`src/rtl/sxc_pkg.sv`:
```
package sxc_pkg;
  localparam int BYTE_W = 8;
  localparam int PER_W  = 16;

  typedef struct packed {
    logic rise;
    logic fall;
  } sclk_edge_t;
endpackage

```
`src/rtl/sxc_tick_gen.sv`:
```
module sxc_tick_gen #(
  parameter int PER_W = 16
) (
  input  logic             clk,
  input  logic             rst_n,
  input  logic             run,
  input  logic             restart,
  input  logic [PER_W-1:0] period,
  output logic             tick
);
  logic [PER_W-1:0] cnt_q;
  logic [PER_W:0]   cnt_inc;

  assign cnt_inc = {1'b0, cnt_q} + 1'b1;
  assign tick    = run && (cnt_inc >= {1'b0, period});

  always_ff @(posedge clk or negedge rst_n) begin
    if (!rst_n)                  cnt_q <= '0;
    else if (restart || !run)    cnt_q <= '0;
    else if (tick)               cnt_q <= '0;
    else                         cnt_q <= cnt_inc[PER_W-1:0];
  end
endmodule

```
`src/rtl/sxc_edge_sync.sv`:
```
module sxc_edge_sync
  import sxc_pkg::*;
#(
  parameter int STAGES = 2
) (
  input  logic       clk,
  input  logic       rst_n,
  input  logic       pin,
  output sclk_edge_t edge_o
);
  logic [STAGES-1:0] sync_q;
  logic              prev_q;

  always_ff @(posedge clk or negedge rst_n) begin
    if (!rst_n) begin
      sync_q <= '0;
      prev_q <= 1'b0;
    end else begin
      sync_q <= {sync_q[STAGES-2:0], pin};
      prev_q <= sync_q[STAGES-1];
    end
  end

  assign edge_o.rise = sync_q[STAGES-1] & ~prev_q;
  assign edge_o.fall = ~sync_q[STAGES-1] & prev_q;
endmodule

```
`src/rtl/sxc_shift_unit.sv`:
```
module sxc_shift_unit
  import sxc_pkg::*;
#(
  parameter int DW = 8
) (
  input  logic          clk,
  input  logic          rst_n,
  input  logic          load,
  input  logic [DW-1:0] load_data,
  input  logic          enable,
  input  sclk_edge_t    edge_i,
  input  logic          ser_in,
  output logic          ser_out,
  output logic          last,
  output logic [DW-1:0] word
);
  localparam int EDGES = 2 * DW;
  localparam int CW    = $clog2(EDGES);

  logic [DW-1:0] sr_q;
  logic          samp_q;
  logic [CW-1:0] ecnt_q;
  logic          any_edge;

  assign any_edge = enable && (edge_i.rise || edge_i.fall);
  assign last     = enable && edge_i.fall && (ecnt_q == CW'(EDGES - 1));
  assign word     = {sr_q[DW-2:0], samp_q};
  assign ser_out  = sr_q[DW-1];

  always_ff @(posedge clk or negedge rst_n) begin
    if (!rst_n) begin
      sr_q   <= '0;
      samp_q <= 1'b0;
      ecnt_q <= '0;
    end else if (load) begin
      sr_q   <= load_data;
      samp_q <= 1'b0;
      ecnt_q <= '0;
    end else if (any_edge) begin
      ecnt_q <= ecnt_q + 1'b1;
      if (edge_i.rise) samp_q <= ser_in;
      if (edge_i.fall) sr_q   <= word;
    end
  end
endmodule

```
`src/rtl/spi_byte_ctrl.sv`:
```
module spi_byte_ctrl
  import sxc_pkg::*;
(
  input  logic              clk,
  input  logic              rst_n,
  input  logic              role_master_i,
  input  logic [PER_W-1:0]  tick_period_i,
  input  logic              put_i,
  input  logic [BYTE_W-1:0] put_data_i,
  input  logic              clr_coll_i,
  input  logic              sck_i,
  input  logic              ser_in_i,
  output logic              sck_o,
  output logic              ser_out_o,
  output logic              busy_o,
  output logic              done_o,
  output logic              coll_o,
  output logic [BYTE_W-1:0] rx_byte_o
);
  logic              busy_q, done_q, coll_q, sck_q;
  logic [BYTE_W-1:0] rx_q;
  logic              accept, tick, last;
  logic [BYTE_W-1:0] word;
  sclk_edge_t        ext_edge, int_edge, sel_edge;

  assign accept = put_i && !busy_q;

  sxc_tick_gen #(.PER_W(PER_W)) u_tick (
    .clk(clk), .rst_n(rst_n), .run(busy_q && role_master_i),
    .restart(accept), .period(tick_period_i), .tick(tick)
  );

  sxc_edge_sync #(.STAGES(2)) u_sync (
    .clk(clk), .rst_n(rst_n), .pin(sck_i), .edge_o(ext_edge)
  );

  assign int_edge.rise = tick && !sck_q;
  assign int_edge.fall = tick && sck_q;
  assign sel_edge      = role_master_i ? int_edge : ext_edge;

  sxc_shift_unit #(.DW(BYTE_W)) u_shift (
    .clk(clk), .rst_n(rst_n), .load(accept), .load_data(put_data_i),
    .enable(busy_q), .edge_i(sel_edge), .ser_in(ser_in_i),
    .ser_out(ser_out_o), .last(last), .word(word)
  );

  always_ff @(posedge clk or negedge rst_n) begin
    if (!rst_n)      sck_q <= 1'b0;
    else if (accept) sck_q <= 1'b0;
    else if (tick)   sck_q <= ~sck_q;
  end

  always_ff @(posedge clk or negedge rst_n) begin
    if (!rst_n) begin
      busy_q <= 1'b0;
      done_q <= 1'b0;
      coll_q <= 1'b0;
      rx_q   <= '0;
    end else if (accept) begin
      busy_q <= 1'b1;
      done_q <= 1'b0;
      coll_q <= 1'b0;
    end else begin
      if (put_i)           coll_q <= 1'b1;
      else if (clr_coll_i) coll_q <= 1'b0;
      if (last) begin
        busy_q <= 1'b0;
        done_q <= 1'b1;
        rx_q   <= word;
      end
    end
  end

  assign sck_o     = sck_q;
  assign busy_o    = busy_q;
  assign done_o    = done_q;
  assign coll_o    = coll_q;
  assign rx_byte_o = rx_q;
endmodule

```
`config.mk`:
```
export PLATFORM = sky130hd
export DESIGN_NAME = spi_byte_ctrl
export DESIGN_NICKNAME = d
export VERILOG_FILES = /design/src/rtl/sxc_pkg.sv /design/src/rtl/sxc_tick_gen.sv /design/src/rtl/sxc_edge_sync.sv /design/src/rtl/sxc_shift_unit.sv /design/src/rtl/spi_byte_ctrl.sv
export SDC_FILE = /design/constraint.sdc
export NUM_CORES = 1
export LEC_CHECK = 0
export ABC_AREA = 1
export BUFFER_PORTS_ARGS = -buffer_cell sky130_fd_sc_hd__buf_4
export CAP_MARGIN = 25
export CORE_MARGIN = 5
export CORE_UTILIZATION = 56
export CTS_CLUSTER_SIZE = 25
export DETAILED_ROUTE_END_ITERATION = 16
export PLACE_DENSITY_LB_ADDON = 0.05
export SLEW_MARGIN = 20
export SYNTH_ARGS = -nofsm -noshare
export SYNTH_HDL_FRONTEND = slang
export SYNTH_SLANG_ARGS = --single-unit
```
`constraint.sdc`:
```
create_clock -name clk -period 3.4 [get_ports clk]
set_input_delay 0.68 -clock clk [delete_from_list [all_inputs] [get_ports clk]]
set_output_delay 0.68 -clock clk [all_outputs]
set_load 0.1 [all_outputs]
```
* Word level (Yosys, flattened, before mapping)
Cells that the tools add are included.
** Operators by class
- Add/subtract/negate cells :: 2
- $lt $le $gt $ge :: 1
- Equality and inequality tests :: 1
- Mux-type cells :: 20
- Bitwise logic cells :: 6
- Reduce and logical (&&, ||, !) cells :: 22
** Operators by type and width (count)
- 2-to-1 mux 16 bit :: 2
- 2-to-1 mux 8 bit :: 3
- adder 16 x 1 -> 17 bit (second input constant) :: 1
- >= comparator 17 x 16 -> 1 bit :: 1
- 2-to-1 mux 1 bit :: 12
- nonzero test 2 bit :: 5
- logical AND 1 bit :: 8
- 2-to-1 mux 4 bit :: 2
- AND reduction 2 bit :: 3
- adder 4 x 1 -> 4 bit (second input constant) :: 1
- == test 4 bit (second input constant) :: 1
- NOT 1 bit :: 4
- zero test 1 bit :: 3
- nonzero test 3 bit :: 1
- bitwise AND 1 bit :: 2
- logical OR 1 bit :: 2
- 2-to-1 mux 2 bit :: 1
** Word-level totals
- Register bits after elaboration :: 44
- Bits of input ports :: 31
- Output and inout port bits :: 13
- Word-level logic and storage cells :: 63

* Longest topological paths before layout
Gate-level depths: netlist of run 1.
- Depth in word-level cells :: 9
- Depth in mapped cells :: 22
- Depth with buffers taken out :: 22

* By module
From an unflattened synthesis of run 1, not the netlist that was laid out.
** Second synthesis, totals
- Cells, all modules :: 356
- Area, all modules :: 2781.4 um2
** Modules (own cells, without submodules)
- sxc_tick_gen :: instances 1, cells each 211, area an instance 1503.9 um2, seq. area each 400.4 um2
- sxc_shift_unit :: instances 1, cells each 79, area an instance 666.9 um2, seq. area each 325.3 um2
- spi_byte_ctrl :: instances 1, cells each 59, area an instance 520.5 um2, seq. area each 300.3 um2
- sxc_edge_sync :: instances 1, cells each 7, area an instance 90.1 um2, seq. area each 75.1 um2

* Worst setup path before layout of run 1
OpenSTA, ideal clock, no wires.
- Path kind :: register -> register
- From :: reg u_tick.cnt_q[0]
- To :: reg busy_q (netlist: busy_o)
- Setup time :: 0.130 ns
- Arrival time :: 2.858 ns
- Data required time :: 3.270 ns
- Setup slack :: 0.412 ns
- Cell stages (with the launch flop) :: 22
- Buffers on the path :: 0
- Period minus slack after synthesis :: 2.988 ns
- Path through :: dfrtp_1 > nand3_1 > nor3_2 > nand3_1 > nor2_1 > nand2_1 > nor2_1 > nand3_1 > xor2_1 > inv_1 > ha_1 > nand2_1 > nor2_1 > nand3_1 > nor2_1 > nor2_1 > nand3_2 > nand3_2 > a21boi_4 > nand2_2 > nand2_1 > nand2_1
** On the way
- Word-level cells in the longest chain between the ends :: 8
** RTL lines
- from (decl) :: RTL line sxc_tick_gen.sv:11 : logic [PER_W-1:0] cnt_q;
- from (signal assigned) :: RTL line sxc_tick_gen.sv:21 : else cnt_q <= cnt_inc[PER_W-1:0];
- adder 16 x 1 -> 17 bit :: RTL line sxc_tick_gen.sv:14 : assign cnt_inc = {1'b0, cnt_q} + 1'b1;
- >= comparator 17 x 16 -> 1 bit :: RTL line sxc_tick_gen.sv:15 : assign tick = run && (cnt_inc >= {1'b0, period});
- logical AND 1 bit :: RTL line sxc_tick_gen.sv:15
- logical AND 1 bit :: RTL line spi_byte_ctrl.sv:38 : assign int_edge.fall = tick && sck_q;
- 2-to-1 mux 2 bit :: RTL line spi_byte_ctrl.sv:39 : assign sel_edge = role_master_i ? int_edge : ext_edge;
- logical AND 1 bit (2 in a row) :: RTL line sxc_shift_unit.sv:26 : assign last = enable && edge_i.fall && (ecnt_q == CW'(EDGES - 1));
- nonzero test 2 bit (no line)
- to (signal assigned) :: RTL line spi_byte_ctrl.sv:55 : busy_q <= 1'b0;
- to (signal assigned) :: RTL line spi_byte_ctrl.sv:60 : busy_q <= 1'b1;
- to (signal assigned) :: RTL line spi_byte_ctrl.sv:67 : busy_q <= 1'b0;
- to (decl) :: RTL line spi_byte_ctrl.sv:20 : logic busy_q, done_q, coll_q, sck_q;
Every way passes these cells.
A chain may end at the register's enable or synchronous reset.

* Worst setup path in the final report of run 1
- From :: reg u_tick.cnt_q[2]
- To :: reg rx_q[1] (netlist: rx_byte_o[1])
** On the way
- Word-level cells in the longest chain between the ends :: 8
** RTL lines
- adder 16 x 1 -> 17 bit :: RTL line sxc_tick_gen.sv:14
- >= comparator 17 x 16 -> 1 bit :: RTL line sxc_tick_gen.sv:15
- logical AND 1 bit :: RTL line sxc_tick_gen.sv:15
- logical AND 1 bit :: RTL line spi_byte_ctrl.sv:38
- 2-to-1 mux 2 bit :: RTL line spi_byte_ctrl.sv:39
- logical AND 1 bit (2 in a row) :: RTL line sxc_shift_unit.sv:26
- AND reduction 2 bit (no line)
- to (signal assigned) :: RTL line spi_byte_ctrl.sv:69 : rx_q <= word;
- to (decl) :: RTL line spi_byte_ctrl.sv:21 : logic [BYTE_W-1:0] rx_q;
Every way passes these cells.

==> results of run 1 <==
==> cell families after synthesis <==
| logic type | Yosys count | share of synthesized area |
|---|---|---|
| AND/OR/NAND/NOR | 177 | 0.312 |
| buffers and inverters | 54 | 0.0857 |
| flip-flops | 44 | 0.441 |
| adder cells (fa/ha/maj) | 18 | 0.0902 |
| AO/OA/AOI/OAI | 12 | 0.0321 |
| XOR/XNOR | 11 | 0.0386 |
==> per-layer routing <==
layer | global-route usage | vias up | wire (um)
li1 | - | 1094 | -
met5 | 0 | - | 0
met1 | 0.212 | 947 | 2230
met4 | 0.0420 | 0 | 44
met3 | 0.0422 | 4 | 202
met2 | 0.317 | 38 | 2560
==> cells in the final DEF (no fill, tap or decap), types with 2 or more instances in the layout <==
cell      instances
nor3_1            2
nor2_2            6
o21ai_0           2
nand3_2           3
clkbuf_8          6
nand2_4           2
or2_2             2
dfrtp_1          44
buf_4            48
nor2_4            2
a21oi_1           6
clkinv_2          2
nor2_1           28
xor2_1           10
nand2_1          84
inv_1            48
nand2_2           4
nand4_1           7
ha_1             18
nand3_1          35
==> timing repair <==
item,4_1_cts,5_1_grt
gates resized for setup,1,12
endpoints found under the setup margin,4,23
setup buffers,0,4
pin swaps,0,3
==> path summary, 6_finish.rpt <==
path,endpoint,slack [ps],depth (start not counted)
min in group asynchronous,u_tick.cnt_q[4],370,1
hold / removal,u_sync.sync_q[1],350,0
setup / recovery,rx_byte_o[1],250,21
setup reg to reg,rx_byte_o[1],250,21
max in group asynchronous,rx_byte_o[0],2630,1
hold reg to reg,u_sync.sync_q[1],350,0
==> stage by stage <==
step	setup TNS, ps	hold WS, ps	setup WS [ps]
finish	0	352	249
global route	-221	375	-40.2
CTS	0	354	120
detailed placement	-25.6	336	-11.6
global placement	0	335	131
floorplan	0	331	412
==> cells in the mapped netlist (all sizes together) <==
cell type   n
nand3      38
nor3        3
xnor2       1
dfrtp      44
nor2       36
xor2       10
a21oi       6
inv        49
nand4       7
clkbuf      2
a21boi      1
nand3b      1
buf         2
a21o        1
or2         2
nand2      90
ha         18
o21ai       3
a31o        1
clkinv      1
==> layout make-up <==
cell class                 count  area (um2)
tap                           52        65.1
timing repair buffer          49         375
inverter                      50         188
sequential                    44        1100
multi-input combinational    218        1220
fill                         363        1310
clock buffer                   6        82.6
clock inverter                 2        10.0
==> flip-flops by register name, indices dropped and copies added, names as in the netlist <==
register / count
u_shift.ecnt_q: 4
u_sync.prev_q: 1
u_shift.sr_q: 8
sck_o: 1
u_tick.cnt_q: 16
rx_byte_o: 8
done_o: 1
u_sync.sync_q: 2
coll_o: 1
busy_o: 1
u_shift.samp_q: 1
==> power by group <==
| group | total, mW | internal [mW] | switching, mW | leakage [nW] |
|---|---|---|---|---|
| combinational | 0.256 | 0.0996 | 0.157 | 1.14 |
| clock | 0.335 | 0.162 | 0.173 | 0.0510 |
| sequential | 0.646 | 0.586 | 0.0599 | 0.582 |
| total | 1.24 | 0.848 | 0.389 | 1.77 |
==> worst max-delay path, delay by kind of cell (launching register included) <==
kind | cells | cell delay [ps]
simple gates | 16 | 1730
flops | 1 | 390
fa+ha+maj | 1 | 290
buf+inv | 2 | 240
xor+xnor | 1 | 220
compound gates | 1 | 220
==> impl_metrics.tcl, run 1 <==
set metrics [dict create \
    outcome "complete, no violations" \
    slew_violations 0 \
    ys_warn_count 0 \
    final_cells 421 \
    stdcell_area_um2 3040 \
    yosysTopAreaCell "dfrtp_1" \
    core-area_um2 4350 \
    fp.dieH_um 76.8 \
    area_delta_synth_final_pct 21.8 \
    ys_types 28 \
    die_x_um 76.8 \
    path_clk_slew_ps 80 \
    vdd.ir_drop.worst_uv 407 \
    crit_chain "nand3_1, nor3_2, nand3_2, nor2_4, nand2_1, nor2_2, nand3_1, xor2_1, inv_1, ha_1, nand2_1, nor2_2, nand3_1, nor2_1, nor2_2, nand3_2, nand3_2, a21boi_4, buf_8, nand3_1, nand2_1" \
    synth_cells 316 \
    p_leak_nw 1.77 \
    cts_sinks 44 \
    syn_area_um2 2500 \
    crit_top_cell "nand3_1" \
    finalSetupViolCount 0 \
    placed_cells 409 \
    finalPower_mw 1.24 \
    post-synth-top-area-fraction 0.441 \
    max_stage_delay_ps 390 \
    routed_wirelength_mm 5.04 \
    hp-class "reg2reg" \
    hold_viol_final 0 \
    dp_hpwl_mm 3.75 \
    ys_ff_latch 44 \
    fmax_mhz 317 \
    fin_skew_ps 6.55 \
    crit_fanout 16 \
    grt_max_degree 45 \
    critPathSlowestCell "dfrtp_1" \
    io_buffers 43 \
    h-tree-depth 2 \
    routed-via-count 2083 \
    firstDrtPassIters 4 \
    timing_worst_setup_path_type "reg2reg" \
    placedInstanceArea_um2 2870 \
    cts-root-buf "clkbuf_8" \
    crit_required_ps 3630 \
    grt_use_total 0.177 \
    row_count 24 \
    grt_pass1_vias 2089 \
    critPathLaunch "u_tick.cnt_q[2]" \
    die_area_um2 5890 \
    ys_seq_area_frac 0.441 \
    antenna_found_initial 0 \
    syn_area_per_cell_um2 7.90 \
    final_nets 417 \
    drt_iter0_drc 104 \
    syn-num-nets 365 \
    layout-drive-gt1-share 0.217 \
    period_needed_ps 3150 \
    ioPinCount 44 \
    drc 0 \
    end_kind "flop" \
    drtAntennaViolNets 0 \
    final.period_utilization 0.927 \
    grt_pass1_wl_mm 8.76 \
    wl_per_cell_um 12.0 \
    hold_buffers 0 \
    reg2reg_from "u_tick.cnt_q[2]" \
    gr-total-overflow 0 \
    start_kind "flop" \
    maxSlewHeadroom 0.624 \
    powerDensity_nw_per_um2 407 \
    cap_violations 0 \
    start_util 0.573 \
    cp.arrival_ps 3380 \
    viasPerCell 4.95 \
    clockBufferDepth 2 \
    worstMarginPinSlew_ps 565 \
    gp_congestion 0.815 \
    synth_top_cells_by_area "dfrtp_1 (44%), nand2_1 (13%), ha_1 (9.0%)" \
    cts_tree "yes" \
    clk_latency_ps 290 \
    cts_made_buffers 5 \
    hold_start "u_sync.sync_q[0]" \
    antenna_cells 0 \
    final_util 0.698 \
]
No activity file was read; power rests on OpenSTA's default activity.
==> run 2: changes to the inputs <==
CORE_UTILIZATION = 58   (was 56)
CTS_BUF_LIST = sky130_fd_sc_hd__clkbuf_4   (was unset)
==> run 2 against run 1 <==
Register-to-register slack worse by 110 ps. Worst hold slack worse by 57 ps. Non-clock buffer count is 4 higher. First-iteration DRC count is 6.7% higher. Largest cell class unchanged. Combinational power is 2% higher. Clock power is 22% lower. Cell count is 0.71% higher.
==> impl_metrics.tcl, run 2 (synthesized netlist as in run 1, its figures left out) <==
set metrics [dict create \
    outcome "complete, no violations" \
    hold_buffers 0 \
    fp.dieH_um 75.6 \
    dp_hpwl_mm 4.00 \
    drc 0 \
    row_count 23 \
    stdcell_area_um2 3110 \
    routed-via-count 2202 \
    final_cells 424 \
    cts-root-buf "clkbuf_4" \
    ioPinCount 44 \
    max_stage_delay_ps 450 \
    clockBufferDepth 2 \
    hp-class "in2async" \
    grt_pass1_vias 2186 \
    routed_wirelength_mm 5.60 \
    layout_commonest_cell "nand2_1" \
    gr-total-overflow 0 \
    area_delta_synth_final_pct 24.8 \
    start_kind "flop" \
    final.period_utilization 0.959 \
    period_needed_ps 3260 \
    core-area_um2 4090 \
    fmax_mhz 307 \
    largest_register_ffs 16 \
    die_x_um 75.6 \
    cap_violations 0 \
    worstMarginPinSlew_ps 558 \
    viasPerCell 5.19 \
    crit_top_cell "nand3_2" \
    finalPower_mw 1.17 \
    wl_per_cell_um 13.2 \
    final_util 0.762 \
    layout-drive-gt1-share 0.249 \
    final_cell_mix "nand2_1 (83), buf_4 (51), inv_1 (47)" \
    path_clk_slew_ps 130 \
    post-place-ws_ps 7.16 \
    top_register "u_tick.cnt_q" \
    gp_congestion 0.780 \
    crit_chain "nand3_2, nor3_4, nand3_2, nor2_4, nand2_2, nor2_4, nand3_2, xor2_2, inv_2, ha_4, nand2_2, nor2_4, nand2_1, nor2_1, nand2_1, nand3_2, nand3_2, a21boi_4, clkbuf_16, nand3_1, nand2_1" \
    p_leak_nw 1.80 \
    start_util 0.611 \
    endpoint "rx_byte_o[2]" \
    antenna_cells 0 \
    crit_fanout 8 \
    grt_max_degree 45 \
    cts_sinks 44 \
    finalSetupViolCount 0 \
    r2r_cells 21 \
    placedInstanceArea_um2 2870 \
    drt_iter0_drc 111 \
    slew_violations 0 \
    cts_tree "yes" \
    placed_cells 407 \
    critPathLaunch "u_tick.cnt_q[0]" \
    cp.arrival_ps 3570 \
    final_nets 422 \
    drtAntennaViolNets 0 \
    grt_use_total 0.211 \
    hold_viol_final 0 \
    tns_ps 0 \
    die_area_um2 5720 \
    maxSlewHeadroom 0.628 \
    clk_latency_ps 360 \
    regToRegEndpoint "rx_byte_o[2]" \
    r2r_slack_ps 140 \
    critPathSlowestCell "dfrtp_1" \
    crit_required_ps 3710 \
    grt_pass1_wl_mm 9.25 \
    hold_ws_ps 295 \
    antenna_found_initial 0 \
    fin_skew_ps 12.3 \
    powerDensity_nw_per_um2 375 \
    h-tree-depth 2 \
    firstDrtPassIters 5 \
    setup_slack_ps 140 \
    end_kind "flop" \
    cts_made_buffers 5 \
    timing_worst_setup_path_type "reg2reg" \
    reg2reg_from "u_tick.cnt_q[0]" \
    vdd.ir_drop.worst_uv 352 \
    io_buffers 43 \
]
[run 2: cell count changes in the layout (fill, tap and decap cells not counted), sizes merged]
cell and change:
nand2 +1, clkinv -1, clkbuf +2, buf +3
[run 2: critical path: cells and delay by family, from the launching register on]
kind                       cells  cell delay (ps)
DFF                            1              450
AOI/OAI and AO/OA              1              300
xor gates and xnor gates       1              210
buffers and inverters          2              280
adders and majority gates      1              260
and+or+nand+nor               16             1700
[run 2: area by class of cell]
| cell class | count | area [um2] |
|---|---|---|
| repair buffers | 53 | 423 |
| flip-flops and latches | 44 | 1100 |
| clock buffers | 7 | 52.6 |
| fillers | 333 | 972 |
| well taps | 50 | 62.6 |
| clock inverters | 1 | 3.75 |
| multi-input cells | 219 | 1280 |
| inverters | 50 | 188 |
[run 2: worst min path at each step]
stage	slack (ps)	end
after floorplan	330	u_sync.sync_q[1]
final	290	u_tick.cnt_q[6]
after global placement	330	u_sync.sync_q[1]
after CTS	310	u_tick.cnt_q[6]
after detailed placement	340	u_sync.sync_q[1]
after global routing	320	u_tick.cnt_q[4]
[run 2: layer usage]
layer | up-vias | track usage | part of all wire
met5 | - | 0 | 0
met4 | 0 | 0.0718 | 0.021
met3 | 11 | 0.0422 | 0.060
met2 | 64 | 0.384 | 0.53
met1 | 1023 | 0.247 | 0.39
li1 | 1104 | - | -
[run 2: power by group]
group	internal, mW	switching, mW
Clock	0.0957	0.166
Sequential	0.586	0.0597
Combinational	0.102	0.158
Total	0.784	0.384
[run 2: what timing repair did]
item | 4_1_cts | 5_1_grt
gates resized for setup | 1 | 23
setup buffers | 0 | 7
gates cloned | 0 | 2
endpoints found under the setup margin | 4 | 23
pin swaps | 0 | 19
==> run 3: changes to the inputs <==
CORE_UTILIZATION = 35   (was 58)
GPL_TIMING_DRIVEN = 0   (was unset)
==> run 3 against run 2 <==
First-iteration DRC count is 41% lower. Flip-flop and latch count stayed put. Sequential power hardly changed. Sequential share of layout area is 1.5 points lower. Via count is 2.2% lower. Final area is 4.6% higher. Critical endpoint is now rx_byte_o[0]. Die area is 56% higher. Global-route usage is 8.0 points lower. Power is 0.67% higher. Highest routed layer unchanged.
==> impl_metrics.tcl, run 3 (synthesized netlist as in run 1, its figures left out) <==
set metrics [dict create \
    outcome "complete, no violations" \
    rsz0062_at_grt "true" \
    final_cells 481 \
    p_int_mw 0.772 \
    cp_num_cells 22 \
    maxSlewHeadroom 0.611 \
    layout_commonest_cell "nand2_1" \
    cts-root-buf "clkbuf_4" \
    r2r_slack_ps 230 \
    area_delta_synth_final_pct 30.5 \
    die_x_um 94.5 \
    cp.arrival_ps 3480 \
    antenna_cells 0 \
    hold_viol_final 0 \
    start_util 0.363 \
    final_cell_mix "nand2_1 (84), buf_4 (56), inv_1 (48)" \
    clk_latency_ps 360 \
    layout-drive-gt1-share 0.265 \
    viasPerCell 4.48 \
    endpoint "rx_byte_o[0]" \
    seq_power_share 0.550 \
    end_kind "flop" \
    grt_pass1_wl_mm 9.25 \
    largest_register_ffs 16 \
    final_nets 433 \
    busiest_layer "met2" \
    timing_worst_setup_path_type "reg2reg" \
    top_register "u_tick.cnt_q" \
    cp_top_family "simple AND/OR/NAND/NOR gates" \
    gp_congestion 0.770 \
    row_count 30 \
    crit_required_ps 3710 \
    die_area_um2 8920 \
    power.switching_mw 0.404 \
    crit_chain "nand3_2, nor3_4, nand3_2, nor2_4, nand2_2, nor2_4, nand3_2, xor2_1, inv_1, ha_4, nand2_1, nor2_4, nand2_1, nor2_1, nand2_1, nand3_2, nand3_4, a21boi_4, buf_12, buf_6, nand3_1, nand2_1" \
    slew_violations 0 \
    h-tree-depth 2 \
    combPwrFrac 0.224 \
    vdd.ir_drop.worst_uv 198 \
    crit_fanout 6 \
    cts_sinks 44 \
    finalPower_mw 1.18 \
    worstMarginPinSlew_ps 584 \
    powerDensity_nw_per_um2 361 \
    fin_skew_ps 23.2 \
    clockBufferDepth 2 \
    fmax_mhz 315 \
    final_util 0.474 \
    start_kind "flop" \
    path_clk_slew_ps 140 \
    routed-via-count 2154 \
    cts_tree "yes" \
    use_met3 0.0335 \
    grt.met2_usage 0.209 \
    max_stage_delay_ps 420 \
    grt_pass1_vias 1981 \
    grt_max_degree 45 \
    reg2reg_from "u_tick.cnt_q[0]" \
    wl_per_cell_um 11.6 \
    io_buffers 43 \
    core-area_um2 6870 \
    regToRegEndpoint "rx_byte_o[0]" \
    drc 0 \
    cts_made_buffers 5 \
    fill_cells 731 \
    swShare 0.343 \
    pwr-share-clk 0.226 \
    fp.dieH_um 94.5 \
    ioPinCount 44 \
    gr-total-overflow 0 \
    drtAntennaViolNets 0 \
    final.period_utilization 0.933 \
    period_needed_ps 3170 \
    cap_violations 0 \
    critPathBufInv 3 \
    grt_use_total 0.131 \
    r2r_cells 22 \
    hp-class "in2async" \
    critPathLaunch "u_tick.cnt_q[0]" \
    p_leak_nw 1.84 \
    routed_wirelength_mm 5.56 \
    placed_cells 455 \
    antenna_found_initial 0 \
    finalSetupViolCount 0 \
    firstDrtPassIters 4 \
    dp_hpwl_mm 4.04 \
    drt_iter0_drc 65 \
    critPathSlowestCell "dfrtp_1" \
    grt_util_met1 0.179 \
]
run 3: changes by cell type in the layout (fill, tap and decap cells not counted), sizes merged:
cell    change
buf        +10
clkinv      +2
clkbuf      -1
run 3: per-layer routing:
metal,vias to the layer above,part of all wire
li1,1125,-
met1,992,0.48
met2,32,0.48
met3,5,0.030
met4,0,0.0074
met5,-,0
run 3: metrics by stage:
stage / area [um2] / setup WS [ps] / hold slack [ps] / setup TNS, ps
floorplan: 2500 / 412 / 331 / 0
global placement: 2940 / -216 / 338 / -4180
detailed placement: 2940 / -206 / 335 / -3580
CTS: 3030 / 16.4 / 308 / 0
global route: 3260 / -41.8 / 320 / -264
finish: 3260 / 227 / 282 / 0
run 3: timing repair:
item,CTS,global route
gates resized for setup,5,22
pin swaps,1,17
hold buffers,0,0
setup endpoints to repair,31,34
gates cloned,0,3
setup buffers,3,12
run 3: area by class of cell:
type	instances	area, um2	share of cell area
repair buffers	60	468	0.144
clock inverters	3	18.8	0.00576
flip-flops and latches	44	1100	0.338
inverters	50	188	0.0576
plain buffers	4	31.3	0.00960
clock buffers	5	37.5	0.0115
well taps	96	120	0.0369
multi-input cells	219	1290	0.397
run 3: worst min path at each step:
stage | from | cells past startpoint | to
after floorplan | u_sync.sync_q[0] | 0 | u_sync.sync_q[1]
after global placement | u_sync.sync_q[0] | 0 | u_sync.sync_q[1]
after detailed placement | u_sync.sync_q[0] | 0 | u_sync.sync_q[1]
after CTS | rst_n | 1 | u_tick.cnt_q[5]
after global routing | rst_n | 1 | u_tick.cnt_q[5]
final | rst_n | 1 | u_tick.cnt_q[4]
run 3: power by group through the flow:
stage / combinational (mW) / clock (mW) / sequential, mW
floorplan: 0.123 / 0 / 0.693
CTS: 0.255 / 0.276 / 0.644
detailed placement: 0.251 / 0 / 0.653
finish: 0.263 / 0.266 / 0.647
global placement: 0.248 / 0 / 0.653
global route: 0.300 / 0.297 / 0.656
